===== config.mk =====
export PLATFORM = sky130hd
export DESIGN_NAME = dma_dst_addr_gen
export DESIGN_NICKNAME = d
export VERILOG_FILES = /design/src/rtl/dst_addr_pkg.sv /design/src/rtl/dst_cfg_regs.sv /design/src/rtl/dst_reload_sel.sv /design/src/rtl/dst_addr_step.sv /design/src/rtl/dst_trig_match.sv /design/src/rtl/dma_dst_addr_gen.sv
export SDC_FILE = /design/constraint.sdc
export NUM_CORES = 1
export LEC_CHECK = 0
export ABC_AREA = 1
export BUFFER_PORTS_ARGS = -buffer_cell sky130_fd_sc_hd__buf_2
export CORE_MARGIN = 10
export CORE_UTILIZATION = 40
export CTS_BUF_LIST = sky130_fd_sc_hd__clkbuf_8 sky130_fd_sc_hd__clkbuf_16
export CTS_CLUSTER_SIZE = 8
export DETAILED_ROUTE_END_ITERATION = 16
export SYNTH_ARGS = -nofsm -noshare
export SYNTH_HDL_FRONTEND = slang
export SYNTH_SLANG_ARGS = --single-unit

===== constraint.sdc =====
create_clock -name clk_i -period 1.9 [get_ports clk_i]
set_input_delay 0.57 -clock clk_i [delete_from_list [all_inputs] [get_ports clk_i]]
set_output_delay 0.57 -clock clk_i [all_outputs]
set_load 0.01 [all_outputs]

===== src/rtl/dst_addr_pkg.sv =====
package dst_addr_pkg;

  typedef enum logic [1:0] {
    STEP_HOLD = 2'b00,
    STEP_UP   = 2'b01,
    STEP_DOWN = 2'b10,
    STEP_RSVD = 2'b11
  } step_e;

  typedef enum logic [1:0] {
    RLD_OFF   = 2'b00,
    RLD_BLOCK = 2'b01,
    RLD_BURST = 2'b10,
    RLD_TXN   = 2'b11
  } rld_e;

  typedef struct packed {
    rld_e  rld;
    step_e step;
  } ctrl_t;

  localparam int unsigned CTRL_W   = 8;
  localparam int unsigned STEP_LSB = 0;
  localparam int unsigned RLD_MSB  = 3;

endpackage


===== src/rtl/dst_cfg_regs.sv =====
module dst_cfg_regs
  import dst_addr_pkg::*;
#(
  parameter int unsigned ADDR_W = 24,
  parameter int unsigned TRIG_W = 8
) (
  input  logic              clk_i,
  input  logic              rst_ni,
  input  logic              busy_i,
  input  logic              ctrl_we_i,
  input  logic [CTRL_W-1:0] ctrl_wdata_i,
  input  logic              start_we_i,
  input  logic [ADDR_W-1:0] start_wdata_i,
  input  logic              trig_sel_we_i,
  input  logic [TRIG_W-1:0] trig_sel_wdata_i,
  output ctrl_t             ctrl_o,
  output logic [ADDR_W-1:0] start_o,
  output logic [TRIG_W-1:0] trig_sel_o,
  output logic              start_load_o
);

  logic ctrl_hi_unused;
  assign ctrl_hi_unused = ^ctrl_wdata_i[CTRL_W-1:RLD_MSB+1];

  logic ctrl_acc;
  assign ctrl_acc     = ctrl_we_i && !busy_i;
  assign start_load_o = start_we_i && !busy_i;

  always_ff @(posedge clk_i or negedge rst_ni) begin
    if (!rst_ni) begin
      ctrl_o <= '{rld: RLD_OFF, step: STEP_HOLD};
    end else if (ctrl_acc) begin
      ctrl_o <= ctrl_t'(ctrl_wdata_i[RLD_MSB:STEP_LSB]);
    end
  end

  always_ff @(posedge clk_i or negedge rst_ni) begin
    if (!rst_ni) begin
      start_o <= '0;
    end else if (start_load_o) begin
      start_o <= start_wdata_i;
    end
  end

  // trigger select is not part of the busy lock
  always_ff @(posedge clk_i or negedge rst_ni) begin
    if (!rst_ni) begin
      trig_sel_o <= '0;
    end else if (trig_sel_we_i) begin
      trig_sel_o <= trig_sel_wdata_i;
    end
  end

endmodule


===== src/rtl/dst_reload_sel.sv =====
module dst_reload_sel
  import dst_addr_pkg::*;
(
  input  rld_e rld_i,
  input  logic burst_end_i,
  input  logic block_end_i,
  input  logic txn_end_i,
  output logic reload_o
);

  // boundaries nest: txn end closes a block, block end closes a burst
  logic blk_or_txn;
  logic any_end;
  assign blk_or_txn = block_end_i || txn_end_i;
  assign any_end    = burst_end_i || blk_or_txn;

  always_comb begin
    unique case (rld_i)
      RLD_BLOCK: reload_o = blk_or_txn;
      RLD_BURST: reload_o = any_end;
      RLD_TXN:   reload_o = txn_end_i;
      default:   reload_o = 1'b0;
    endcase
  end

endmodule


===== src/rtl/dst_addr_step.sv =====
module dst_addr_step
  import dst_addr_pkg::*;
#(
  parameter int unsigned ADDR_W = 24
) (
  input  logic              clk_i,
  input  logic              rst_ni,
  input  step_e             step_i,
  input  logic              byte_done_i,
  input  logic              reload_i,
  input  logic              start_load_i,
  input  logic [ADDR_W-1:0] start_wdata_i,
  input  logic [ADDR_W-1:0] start_q_i,
  output logic [ADDR_W-1:0] addr_o
);

  localparam logic [ADDR_W-1:0] ONE = ADDR_W'(1);

  logic [ADDR_W-1:0] stepped;
  logic [ADDR_W-1:0] addr_d;

  always_comb begin
    unique case (step_i)
      STEP_UP:   stepped = addr_o + ONE;
      STEP_DOWN: stepped = addr_o - ONE;
      default:   stepped = addr_o;
    endcase
  end

  // priority: start write, then reload, then byte step
  always_comb begin
    if (start_load_i)     addr_d = start_wdata_i;
    else if (reload_i)    addr_d = start_q_i;
    else if (byte_done_i) addr_d = stepped;
    else                  addr_d = addr_o;
  end

  always_ff @(posedge clk_i or negedge rst_ni) begin
    if (!rst_ni) addr_o <= '0;
    else         addr_o <= addr_d;
  end

endmodule


===== src/rtl/dst_trig_match.sv =====
module dst_trig_match #(
  parameter int unsigned TRIG_W = 8
) (
  input  logic              clk_i,
  input  logic              rst_ni,
  input  logic [TRIG_W-1:0] trig_sel_i,
  input  logic              trig_i,
  input  logic [TRIG_W-1:0] trig_code_i,
  output logic              ack_o
);

  logic hit;
  assign hit = trig_i && (trig_sel_i != '0) && (trig_code_i == trig_sel_i);

  always_ff @(posedge clk_i or negedge rst_ni) begin
    if (!rst_ni) ack_o <= 1'b0;
    else         ack_o <= hit;
  end

endmodule


===== src/rtl/dma_dst_addr_gen.sv =====
module dma_dst_addr_gen
  import dst_addr_pkg::*;
#(
  parameter int unsigned ADDR_W = 24,
  parameter int unsigned TRIG_W = 8
) (
  input  logic              clk_i,
  input  logic              rst_ni,
  input  logic              busy_i,
  input  logic              ctrl_we_i,
  input  logic [7:0]        ctrl_wdata_i,
  input  logic              start_we_i,
  input  logic [ADDR_W-1:0] start_wdata_i,
  input  logic              trig_sel_we_i,
  input  logic [TRIG_W-1:0] trig_sel_wdata_i,
  input  logic              byte_done_i,
  input  logic              burst_end_i,
  input  logic              block_end_i,
  input  logic              txn_end_i,
  input  logic              trig_i,
  input  logic [TRIG_W-1:0] trig_code_i,
  output logic [ADDR_W-1:0] dst_addr_o,
  output logic              trig_ack_o
);

  ctrl_t             ctrl_q;
  logic [ADDR_W-1:0] start_q;
  logic [TRIG_W-1:0] trig_sel_q;
  logic              start_load;
  logic              reload;

  dst_cfg_regs #(
    .ADDR_W(ADDR_W),
    .TRIG_W(TRIG_W)
  ) u_cfg (
    .clk_i           (clk_i),
    .rst_ni          (rst_ni),
    .busy_i          (busy_i),
    .ctrl_we_i       (ctrl_we_i),
    .ctrl_wdata_i    (ctrl_wdata_i),
    .start_we_i      (start_we_i),
    .start_wdata_i   (start_wdata_i),
    .trig_sel_we_i   (trig_sel_we_i),
    .trig_sel_wdata_i(trig_sel_wdata_i),
    .ctrl_o          (ctrl_q),
    .start_o         (start_q),
    .trig_sel_o      (trig_sel_q),
    .start_load_o    (start_load)
  );

  dst_reload_sel u_rld (
    .rld_i      (ctrl_q.rld),
    .burst_end_i(burst_end_i),
    .block_end_i(block_end_i),
    .txn_end_i  (txn_end_i),
    .reload_o   (reload)
  );

  dst_addr_step #(
    .ADDR_W(ADDR_W)
  ) u_step (
    .clk_i        (clk_i),
    .rst_ni       (rst_ni),
    .step_i       (ctrl_q.step),
    .byte_done_i  (byte_done_i),
    .reload_i     (reload),
    .start_load_i (start_load),
    .start_wdata_i(start_wdata_i),
    .start_q_i    (start_q),
    .addr_o       (dst_addr_o)
  );

  dst_trig_match #(
    .TRIG_W(TRIG_W)
  ) u_trig (
    .clk_i      (clk_i),
    .rst_ni     (rst_ni),
    .trig_sel_i (trig_sel_q),
    .trig_i     (trig_i),
    .trig_code_i(trig_code_i),
    .ack_o      (trig_ack_o)
  );

endmodule


# Yosys cells after proc, flatten, opt, wreduce, memory -nomap -nowiden
# Cells that the tools add are included.
word_totals:
  register_bits: 61
  out_inout_bits: 25
classes:
  add_sub_neg: 2
  eq_ne: 6
  muxes: 5
  reduce_logical: 11
ops:
  columns: ["operator", "n"]
  rows:
  - ["24-bit 2-to-1 mux", 3]
  - ["24-bit one-hot mux with 2 select lines", 1]
  - ["24-bit by 1-bit adder with 24-bit output (second input constant)", 1]
  - ["24-bit by 1-bit subtractor with 24-bit output (second input constant)", 1]
  - ["8-bit equality test", 1]
  - ["8-bit nonzero test", 1]
  - ["2-bit equality test (second input constant)", 3]
  - ["2-bit by 1-bit equality test with 1-bit output (second input constant)", 2]
  - ["1-bit logical AND", 4]
  - ["4-bit nonzero test", 1]
  - ["1-bit one-hot mux with 3 select lines", 1]
  - ["3-bit nonzero test", 1]
  - ["1-bit logical OR", 2]
  - ["2-bit AND reduction", 1]
  - ["1-bit logical NOT", 1]

# Longest topological paths before layout
# Gate-level depths: netlist of run 1.
logic_depth:
  depth_word: 5
  ltp_mapped: 19
  depth_no_buf: 16

# Cells and area by module
# A second synthesis of run 1 with hierarchy kept.
unflattened:
  hier_cells: 811
  area_unflattened_um2: 4998.5
modules_own_cells:
  columns: ["module", "instances", "cells_each", "area_per_inst_um2"]
  rows:
  - ["dst_addr_step", 1, 595, 3275.6]
  - ["dst_cfg_regs", 1, 157, 1451.4]
  - ["dst_trig_match", 1, 47, 219.0]
  - ["dst_reload_sel", 1, 12, 52.6]

# Worst setup path before layout of run 1
# OpenSTA, ideal clock, no wires.
synth_path:
  path_type: "register to register"
  start: "register u_cfg.ctrl_o[0] in the netlist's numbering"
  end: "register u_step.addr_o[8]"
  setup_time_ps: 118
  arrival_time_ps: 1967
  slack_ps: -184
  path_stages_with_launch: 16
  n_path_buf: 1
  cell_sequence: "dfrtp_1 inv_1 ha_1 buf_6 nand2_1 inv_1 nor2_1 ha_1 a21oi_1 inv_1 a21oi_1 o21bai_2 a21oi_1 o21ai_0 a21oi_1 nor2_1"
synth_between:
  elab_chain_len: 5
  elab_cells_between_ends: 8
synth_lines:
  columns: ["element", "line_no", "text"]
  rows:
  - ["start, declared", "dst_cfg_regs.sv:16", "output ctrl_t ctrl_o,"]
  - ["start signal, assigned", "dst_cfg_regs.sv:31", "ctrl_o <= '{rld: RLD_OFF, step: STEP_HOLD};"]
  - ["start signal, assigned", "dst_cfg_regs.sv:33", "ctrl_o <= ctrl_t'(ctrl_wdata_i[RLD_MSB:STEP_LSB]);"]
  - ["2-bit equality test / 2-bit by 1-bit equality test with 1-bit output (equally long branches)", "dst_addr_step.sv:23", "unique case (step_i)"]
  - ["24-bit one-hot mux with 2 select lines", "dst_addr_step.sv:23", null]
  - ["24-bit 2-to-1 mux", "dst_addr_step.sv:34", "else if (byte_done_i) addr_d = stepped;"]
  - ["24-bit 2-to-1 mux", "dst_addr_step.sv:33", "else if (reload_i) addr_d = start_q_i;"]
  - ["24-bit 2-to-1 mux", "dst_addr_step.sv:32", "if (start_load_i) addr_d = start_wdata_i;"]
  - ["end signal, assigned", "dst_addr_step.sv:40", "else addr_o <= addr_d;"]
  - ["end, declared", "dst_addr_step.sv:14", "output logic [ADDR_W-1:0] addr_o"]
# Parallel ways exist; a longest one is shown, timed or not. The select of a mux whose other input is x is not followed.
# A chain may end at the register's enable or synchronous reset.

# Worst setup path after layout of run 1
layout_path:
  start: "register u_cfg.ctrl_o[0] in the netlist's numbering"
  end: "register u_step.addr_o[19]"
# Same word-level chain as after synthesis.

==> run metrics, run 1 <==
Placed Area 6160 sq um; flop-to-flop setup slack -0.33 ns; initial core utilization 40.6%; drt pass-1 iters 5; worst min path class primary input to async pin; # rows 40; DR top layer met4; Post-Syn Nets 860; Leak 3.79 nW; slew of the pin with the lowest slew margin 0.345 ns; failing checks setup timing; # H-tree levels 3; final wirelength 16600 um; DP HPWL 12100 um; clock transition at the registers of the reported paths 0.06 ns; YS warnings 0; met1 wire length 7670 um; worst reg2reg path depth 16; # fillers 1159; clk_lat worst skew 0.34 ns; Req. time, crit path 2.17 ns; final worst slack -0.334 ns; clk buf depth 2; per-cell routed wire length 14.8 um; drt initial violations 390; CTS tree yes; Synth Instances 798; Final Cycle Share 118%; EDFF count, synth 0; pin count of the biggest net entering global routing 66; CP endpoint u_step.addr_o[19]; Async SR Flop Fraction 100%; Crit. Startpoint u_cfg.ctrl_o[0]; DRC 0; Worst setup SP type register; Finish-stage setup viols 22; Synth Area per Inst 6.06 sq um; via count 5567; Most used DFF post-synth dfrtp_1; Worst Setup Slack post-DPL -0.358 ns; routed vias/inst 4.95; Final Hold Fails 0; critical setup path kind register to register; placer congestion estimate 0.931; initial antenna violation count 0; Ant. Diodes 0; met2 WL 7540 um; worst flop-to-flop path startpoint u_cfg.ctrl_o[0]; PortBufs 79; RSZ-0062 raised after global routing true; first-pass GRT wire length 26400 um; fmax 448 MHz; Hold Slack 0.231 ns; Core Util, Final 58.6%; total clock sinks 61; Cell variety after synth 39; overall global routing resource usage 19.6%; Seq/Total Area, Yosys 31.6%; Synth Register Bits 61; Die Y-Extent 130 um; Layout Skew 0.00929 ns; IO Count 84; critical-path maximum fanout 20; Design Power 9.27 mW; r2r endpoint u_step.addr_o[19]; cts hold-fix bufs 0; GR Overflow Total 0; Pwr Density 1330 nW/um^2; met3 WL post-DR 1150 um; final instance area 6980 sq um; Max Slew Vio Count 0; Syn Std Cell Area 4830 sq um; share of cells above drive strength 1 32.0%; number of nets in the layout 1034; Post-DRT Antenna Nets 0; max-cap viol count 0; die width 130 um; vias in the first global route 5464; die area 16900 sq um; clk root buf clkbuf_16; area grow syn2layout 44.3%; status finished with violations; relative slew slack 77.0%; Num CTS Buffers 9; crit end category register; core footprint 11900 sq um; Max rail drop VDD 565 uV; CP arrival 2.50 ns; min Tclk post-route 2.23 ns
## synthesized netlist by cell type, types with 5 or more instances
cell      instances  area, sq um
nand3_1          43          215
nor2_1           83          312
a31oi_1           7         43.8
nand4_1           8         50.1
nor2_2            7         43.8
xor2_1            7         61.3
nand2_1         279         1050
o21ai_0          50          250
clkbuf_1         13         48.8
a21oi_2           6         52.6
buf_6             5         56.3
nand2_2           7         43.8
o21ai_1           5         25.0
inv_1           123          462
buf_2             5         25.0
a21oi_1          56          280
dfrtp_1          61         1530
## flip-flops by register name, summed over array words and instances, names as in the netlist
register and cells:
u_trig.ack_o 1, u_cfg.ctrl_o 4, u_cfg.start_o 24, u_step.addr_o 24, u_cfg.trig_sel_o 8
## logic make-up after synthesis
logic type	share of synthesized area, %
and+or+nand+nor	37.0
muxes	0.233
buffers and inverters	13.3
xor gates and xnor gates	1.81
AOI/OAI and AO/OA	15.2
adders and majority gates	0.777
DFF	31.6
## report_power, final
part / internal (mW) / total, mW / leakage [nW] / switching, mW
Clock: 1.27 / 1.88 / 0.167 / 0.602
Sequential: 1.61 / 2.00 / 0.727 / 0.383
Combinational: 2.36 / 5.39 / 2.89 / 3.03
Total: 5.25 / 9.27 / 3.79 / 4.02
## final cells by class
cell class / count / area [sq um] / share of cell area [%]
clock buffer: 9 / 225 / 3.23
clock inverter: 7 / 115 / 1.65
inverter: 126 / 479 / 6.87
multi-input combinational: 584 / 3020 / 43.3
sequential: 61 / 1530 / 21.9
tap: 147 / 184 / 2.64
timing repair buffer: 190 / 1420 / 20.4
## layout by cell type (no fill, tap or decap), drive strengths merged, types with 7 or more instances in the layout
cell / netlist / routed
clkbuf: 13 / 11
inv: 125 / 126
nand4: 8 / 8
nand3: 44 / 44
buf: 14 / 188
o21ai: 55 / 55
nor2: 92 / 92
a21oi: 62 / 62
xor2: 7 / 7
dfrtp: 61 / 61
a31oi: 7 / 7
nand2: 288 / 288
## worst min path at each step
stage                                  end  slack, ns
after floorplan            u_cfg.ctrl_o[0]       0.27
after global placement    u_cfg.start_o[2]       0.46
after detailed placement  u_cfg.start_o[2]       0.47
after CTS                  u_cfg.ctrl_o[2]       0.25
after global routing       u_cfg.ctrl_o[2]       0.26
final                      u_cfg.ctrl_o[2]       0.23
## per-stage QoR
step | setup TNS, ns | instances
final | -4.83 | 1124
after global routing | -8.29 | 1124
after CTS | -4.04 | 1118
after detailed placement | -5.47 | 1097
after global placement | -5.26 | 1097
after floorplan | -0.0312 | 798
## per-layer routing
metal / GRT usage, % / up-vias
met3: 4.87 / 20
met5: 0 / -
met2: 30.9 / 182
li1: - / 2842
met4: 5.42 / 0
met1: 26.0 / 2523
## what timing repair did
item,CTS,global route
endpoints found under the setup margin,21,23
gates cloned,1,2
pin swaps,10,8
setup buffers,5,5
resized for setup,70,30
## critical path, cell delays in order, from the launching register on
cell and delay, ns:
dfrtp_1 0.37, inv_2 0.07, ha_4 0.23, inv_6 0.11
buf_4 0.16, nand2_1 0.06, nand2_1 0.11, buf_4 0.15
nor2_1 0.13, nand2_1 0.08, nor2_1 0.11, nand3_2 0.12
nand3_1 0.11, nand2_1 0.05, nand3_1 0.11, nand2_1 0.08
a21oi_2 0.11
(Power assumes the default switching activity.)
==> run 2, diff against run 1 <==
--- a/config.mk
+++ b/config.mk
@@ -12,6 +12,7 @@
 export CTS_BUF_LIST = sky130_fd_sc_hd__clkbuf_8 sky130_fd_sc_hd__clkbuf_16
 export CTS_CLUSTER_SIZE = 8
 export DETAILED_ROUTE_END_ITERATION = 16
+export SETUP_SLACK_MARGIN = 0.4
 export SYNTH_ARGS = -nofsm -noshare
 export SYNTH_HDL_FRONTEND = slang
 export SYNTH_SLANG_ARGS = --single-unit
==> run 2 against run 1 <==
  * Critical endpoint is now u_step.addr_o[16]
  * Critical path type unchanged
  * Clock power is 16% lower
  * The flow still finishes with violations (setup timing)
  * Routed wire length is 2.2% higher
  * Sequential power is 7% higher
  * Utilization is 6.3 points higher
  * Largest cell class unchanged
  * Hold slack worse by 0.0076 ns
  * Worst setup slack better by 0.041 ns
  * Final cell count is 1.4% higher
  * Fmax is 1.9% higher
==> run metrics, run 2 (same netlist as run 1, synthesis figures left out) <==
critical setup path kind register to register; Post-Layout Cell Count 1140; Post-DRT Antenna Nets 0; Regs by FF count u_cfg.start_o (24), u_step.addr_o (24), u_cfg.trig_sel_o (8); Num CTS Buffers 9; clk_lat worst skew 0.33 ns; clk root buf clkbuf_16; status finished with violations; final wirelength 17000 um; most common cell after layout, fill and taps aside nand2_1; Die Y-Extent 130 um; Worst Setup Slack post-DPL -0.354 ns; clk buf depth 2; area occupied by multi-input gates 3530 sq um; most frequent cells in the layout nand2_1 (205), inv_1 (114), buf_4 (95); Max rail drop VDD 617 uV; CP arrival 2.44 ns; drt initial violations 305; Final Hold Fails 0; relative slew slack 76.9%; DRC 0; Design Power 10.3 mW; share of cells above drive strength 1 43.7%; critical-path maximum fanout 6; DP HPWL 12500 um; max-cap viol count 0; Finish-stage setup viols 21; fmax 456 MHz; met2 WL 8170 um; worst min path class primary input to async pin; r2r endpoint u_step.addr_o[16]; Ant. Diodes 0; clock transition at the registers of the reported paths 0.05 ns; via count 5679; # fillers 1062; Layout Skew 0.00680 ns; PortBufs 79; placer congestion estimate 0.909; core footprint 11900 sq um; # H-tree levels 3; Storage cell area 1550 sq um; initial antenna violation count 0; die width 130 um; slew of the pin with the lowest slew margin 0.346 ns; initial core utilization 40.6%; DR top layer met4; Pwr Density 1330 nW/um^2; Worst setup SP type register; GR Overflow Total 0; pin count of the biggest net entering global routing 62; Cells after DPL 1092; number of nets in the layout 1050; Req. time, crit path 2.15 ns; total clock sinks 61; Leak 4.00 nW; min Tclk post-route 2.19 ns; Final Cycle Share 115%; overall global routing resource usage 20.3%; die area 16900 sq um; worst reg2reg path depth 15; worst flop-to-flop path startpoint u_cfg.ctrl_o[1]; Max Slew Vio Count 0; CTS tree yes; vias in the first global route 5811; area grow syn2layout 59.7%; drt pass-1 iters 5; # rows 40; met1 wire length 7500 um; first-pass GRT wire length 27700 um; final worst slack -0.293 ns; failing checks setup timing; flop-to-flop setup slack -0.29 ns; routed vias/inst 4.98; per-cell routed wire length 14.9 um; RSZ-0062 raised after global routing true; met3 WL post-DR 1030 um; crit end category register; IO Count 84
==> run 2: final cells by class <==
cell class | count | share of cell area, %
multi-input combinational | 584 | 45.7
timing repair buffer | 206 | 21.7
sequential | 61 | 20.0
inverter | 126 | 6.42
clock buffer | 9 | 2.92
tap | 147 | 2.38
clock inverter | 7 | 0.859
==> run 2: power breakdown <==
part / switching [mW] / internal [mW]
clock network: 0.572 / 1.01
registers: 0.491 / 1.65
logic: 3.52 / 3.05
total: 4.58 / 5.70
==> run 2: per-layer routing <==
layer  track usage, %  vias up
li1                 -     2877
met1             26.5     2631
met2             33.2      148
met3             4.67       23
met4             5.49        0
met5                0        -
==> run 2: worst max path at each step <==
stage / start / to / slack (ns) / cells after the start
2_1_floorplan: u_cfg.ctrl_o[0] / u_step.addr_o[8] / -0.01 / 15
3_3_place_gp: u_cfg.ctrl_o[0] / u_step.addr_o[22] / -0.31 / 16
3_5_place_dp: u_cfg.ctrl_o[1] / u_step.addr_o[23] / -0.35 / 14
4_1_cts: u_cfg.ctrl_o[1] / u_step.addr_o[21] / -0.23 / 17
5_1_grt: u_cfg.ctrl_o[0] / u_step.addr_o[17] / -0.42 / 17
6_report: u_cfg.ctrl_o[1] / u_step.addr_o[16] / -0.29 / 15
==> run 2: metrics by stage <==
step	instance area [sq um]	util [%]	TNS, ns	hold WS [ns]
after global placement	6130	51.5	-4.75	0.467
after detailed placement	6130	51.5	-5.41	0.469
final	7720	64.8	-4.44	0.223
after CTS	7360	61.8	-3.56	0.251
after floorplan	4990	-	-0.0120	0.274
after global routing	7720	64.8	-7.32	0.254
==> run 2: worst max-delay path, stage by stage, from the launching register on <==
cell and delay [ns]:
dfrtp_1 0.41, ha_4 0.19, buf_12 0.15, buf_8 0.15, nand2_2 0.07, nand2_4 0.07, nor2_4 0.14, buf_4 0.13
nand2_2 0.07, o21bai_4 0.23, nand2_2 0.09, nand2_1 0.06, nand2_1 0.06, nand3_2 0.10, nand2_1 0.06, a21oi_1 0.12
==> run 2: timing repair <==
item,in CTS,in global routing
resized for setup,201,76
buffers inserted,22,8
pin swaps,64,41
hold buffers,0,0
hold endpoints to repair,0,0
gates cloned,2,0
endpoints found under the setup margin,44,46
==> run 3, diff against run 2 <==
--- a/config.mk
+++ b/config.mk
@@ -5,7 +5,6 @@
 export SDC_FILE = /design/constraint.sdc
 export NUM_CORES = 1
 export LEC_CHECK = 0
-export ABC_AREA = 1
 export BUFFER_PORTS_ARGS = -buffer_cell sky130_fd_sc_hd__buf_2
 export CORE_MARGIN = 10
 export CORE_UTILIZATION = 40
==> constraint.sdc (replaced) <==
create_clock -name clk_i -period 1.9 [get_ports clk_i]
set_input_delay 0.19 -clock clk_i [delete_from_list [all_inputs] [get_ports clk_i]]
set_output_delay 0.19 -clock clk_i [all_outputs]
set_load 0.01 [all_outputs]
==> run 3 against run 2 <==
  * The run still ends with setup timing left
  * Combinational power decreased by 18%
  * Die area decreased by 6.2%
  * Clock power decreased by 28%
  * Power decreased by 18%
  * Via count decreased by 11%
  * Sequential power decreased by 9%
  * Utilization decreased by 2.3 points
  * Non-clock buffer count increased by 34
  * Largest cell class unchanged
==> run metrics, run 3 <==
internal power 4.88 mW; die width 126 um; pin count of the biggest net entering global routing 62; Net Sw Frac 42.4%; YS warnings 0; Finish-stage setup viols 22; Leak 3.18 nW; relative slew slack 66.2%; sequential power share 22.9%; post-synthesis mux area share 3.69%; # rows 38; Req. time, crit path 2.14 ns; Switch Pwr 3.59 mW; fmax 353 MHz; final wirelength 16200 um; status finished with violations; Post-Layout Cell Count 905; post-synth top area cell dfrtp_1; Slowest-stage cell, CP a2111oi_4; number of nets in the layout 822; min Tclk post-route 2.83 ns; routed vias/inst 5.61; CP most frequent cell a211oi_2; via count 5077; complex-gate fraction of the synthesized area 24.8%; Post-Syn Nets 619; drt pass-1 iters 5; critical-path maximum fanout 6; Syn Std Cell Area 4480 sq um; Cell variety after synth 66; largest cells by area after synthesis dfrtp_1 (34%), nand2_1 (8.5%), xnor2_1 (6.4%); clk root buf clkbuf_8; Hold Slack 0.0425 ns; crit end category register; Post-DRT Antenna Nets 0; Worst setup SP type register; area grow syn2layout 51.8%; Cells after DPL 858; CP arrival 3.07 ns; total clock sinks 61; placer congestion estimate 0.916; most frequent cell after synthesis nand2_1; most common cell after layout, fill and taps aside buf_4; Synth Instances 557; failing checks setup timing; Async SR Flop Fraction 100%; DP HPWL 11700 um; Seq/Total Area, Yosys 34.1%; Placed Area 5910 sq um; Die Y-Extent 126 um; # H-tree levels 3; Max rail drop VDD 587 uV; combinational power share 63.7%; post-synth top area share 34.1%; initial antenna violation count 0; clock transition at the registers of the reported paths 0.08 ns; Synth Register Bits 61; Most used DFF post-synth dfrtp_1; RSZ-0062 raised after global routing true; Worst path max stage delay 0.44 ns; DRC 0; vias in the first global route 5010; worst min path class primary input to register; CTS tree yes; Final Cycle Share 149%; clock share of power 13.4%; Synth Area per Inst 8.05 sq um; Max Slew Vio Count 0; critical setup path kind register to register; CP delay by family, top compound AO/OA/AOI/OAI gates; simple-gate area share of the yosys netlist 23.3%; worst path cell trace ha_4, xor2_1, ha_2, and4bb_2, a2111oi_4, nor4_4, o41ai_4, buf_4, o21bai_1, a211oi_2, a211oi_2, o31ai_1; GR Overflow Total 0; Synth Area in Adders 0.838%; Regs by FF count u_cfg.start_o (24), u_step.addr_o (24), u_cfg.trig_sel_o (8); core footprint 10900 sq um; die area 15800 sq um; final worst slack -0.930 ns; Ant. Diodes 0; PortBufs 79; Pwr Density 1250 nW/um^2; most frequent cells in the layout buf_4 (136), nand2_1 (100), buf_2 (79); max-cap viol count 0; EDFF count, synth 0; clk_lat worst skew 0.36 ns; most frequent cells after synthesis nand2_1 (102), dfrtp_1 (61), a21oi_1 (42); drt initial violations 515; per-cell routed wire length 17.9 um; Num CTS Buffers 9; share of cells above drive strength 1 43.9%; final instance area 6800 sq um; slew of the pin with the lowest slew margin 0.502 ns; clk buf depth 2; largest family of logic cells by synthesized area compound AO/OA/AOI/OAI gates; overall global routing resource usage 19.8%; Synth Area in XOR/XNOR 7.82%; Layout Skew 0.00852 ns; crit path buf inv count 1; Final Hold Fails 0; initial core utilization 41.2%; first-pass GRT wire length 26200 um; IO Count 84
run 3: path summary, 6_finish.rpt:
| kind | startpoint | to | slack (ns) | depth (start not counted) |
|---|---|---|---|---|
| max | u_cfg.ctrl_o[1] | u_step.addr_o[22] | -0.93 | 12 |
| min in group asynchronous | rst_ni | u_cfg.start_o[21] | 0.38 | 3 |
| max reg2reg | u_cfg.ctrl_o[1] | u_step.addr_o[22] | -0.93 | 12 |
| max in group asynchronous | rst_ni | u_cfg.start_o[5] | 1.22 | 3 |
| min reg2reg | u_cfg.start_o[11] | u_cfg.start_o[11] | 0.47 | 2 |
| min | start_wdata_i[21] | u_cfg.start_o[21] | 0.04 | 3 |
run 3: kinds of logic (layout without fill, tap and decap cells):
kind of cell             Yosys count  in the layout
AND/OR/NAND/NOR                  222            222
multiplexers                      15             15
AO/OA/AOI/OAI                    159            159
XOR/XNOR                          40             40
buffers and inverters             57            265
flip-flops                        61             61
adder cells (fa/ha/maj)            3              3
run 3: repair_timing:
action                     in CTS  in global routing
hold endpoints to repair       61                  0
setup buffers                  19                 10
gates resized for setup        62                 31
hold buffers                    1                  0
gates cloned                    1                  0
setup endpoints to repair      24                 24
pin swaps                      38                 40
run 3: stage by stage:
step	total power [mW]	setup TNS (ns)	util [%]	setup slack, ns
floorplan	4.31	-12.53	-	-1.36
global route	8.99	-17.78	62.5	-1.05
finish	8.47	-14.68	62.5	-0.930
global placement	6.25	-12.16	54.3	-0.829
detailed placement	6.32	-13.22	54.3	-0.900
CTS	8.03	-12.75	60.3	-0.873
run 3: power groups by stage:
stage                     clock (mW)  sequential [mW]  combinational, mW
after floorplan                    0             1.93               2.38
final                           1.13             1.94               5.40
after global placement             0             1.94               4.31
after CTS                       1.15             1.92               4.96
after detailed placement           0             1.95               4.37
after global routing            1.21             1.98               5.80
run 3: final cells by class:
| cell class | count | area, sq um |
|---|---|---|
| Fill cell | 904 | 4090 |
| Clock buffer | 11 | 151 |
| Inverter | 9 | 33.8 |
| Sequential cell | 61 | 1530 |
| Clock inverter | 5 | 33.8 |
| Timing Repair Buffer | 240 | 1750 |
| Multi-Input combinational cell | 439 | 3130 |
| Tap cell | 140 | 175 |
run 3: worst register-to-register path: cells and delay by family, from the launching register on:
family                   cells  cell delay [ns]
AO/OA/AOI/OAI                6             1.29
flip-flops                   1             0.41
adder cells (fa/ha/maj)      2             0.35
AND/OR/NAND/NOR              2             0.32
buffers and inverters        1             0.20
XOR/XNOR                     1             0.15
run 3: routing by layer:
metal  part of all wire [%]  wire length [um]  GRT usage, %
met1                     44              7120          26.4
met2                     47              7610          30.9
met3                    7.3              1190          4.87
met4                    1.8               299          6.10
met5                      0                 0             0
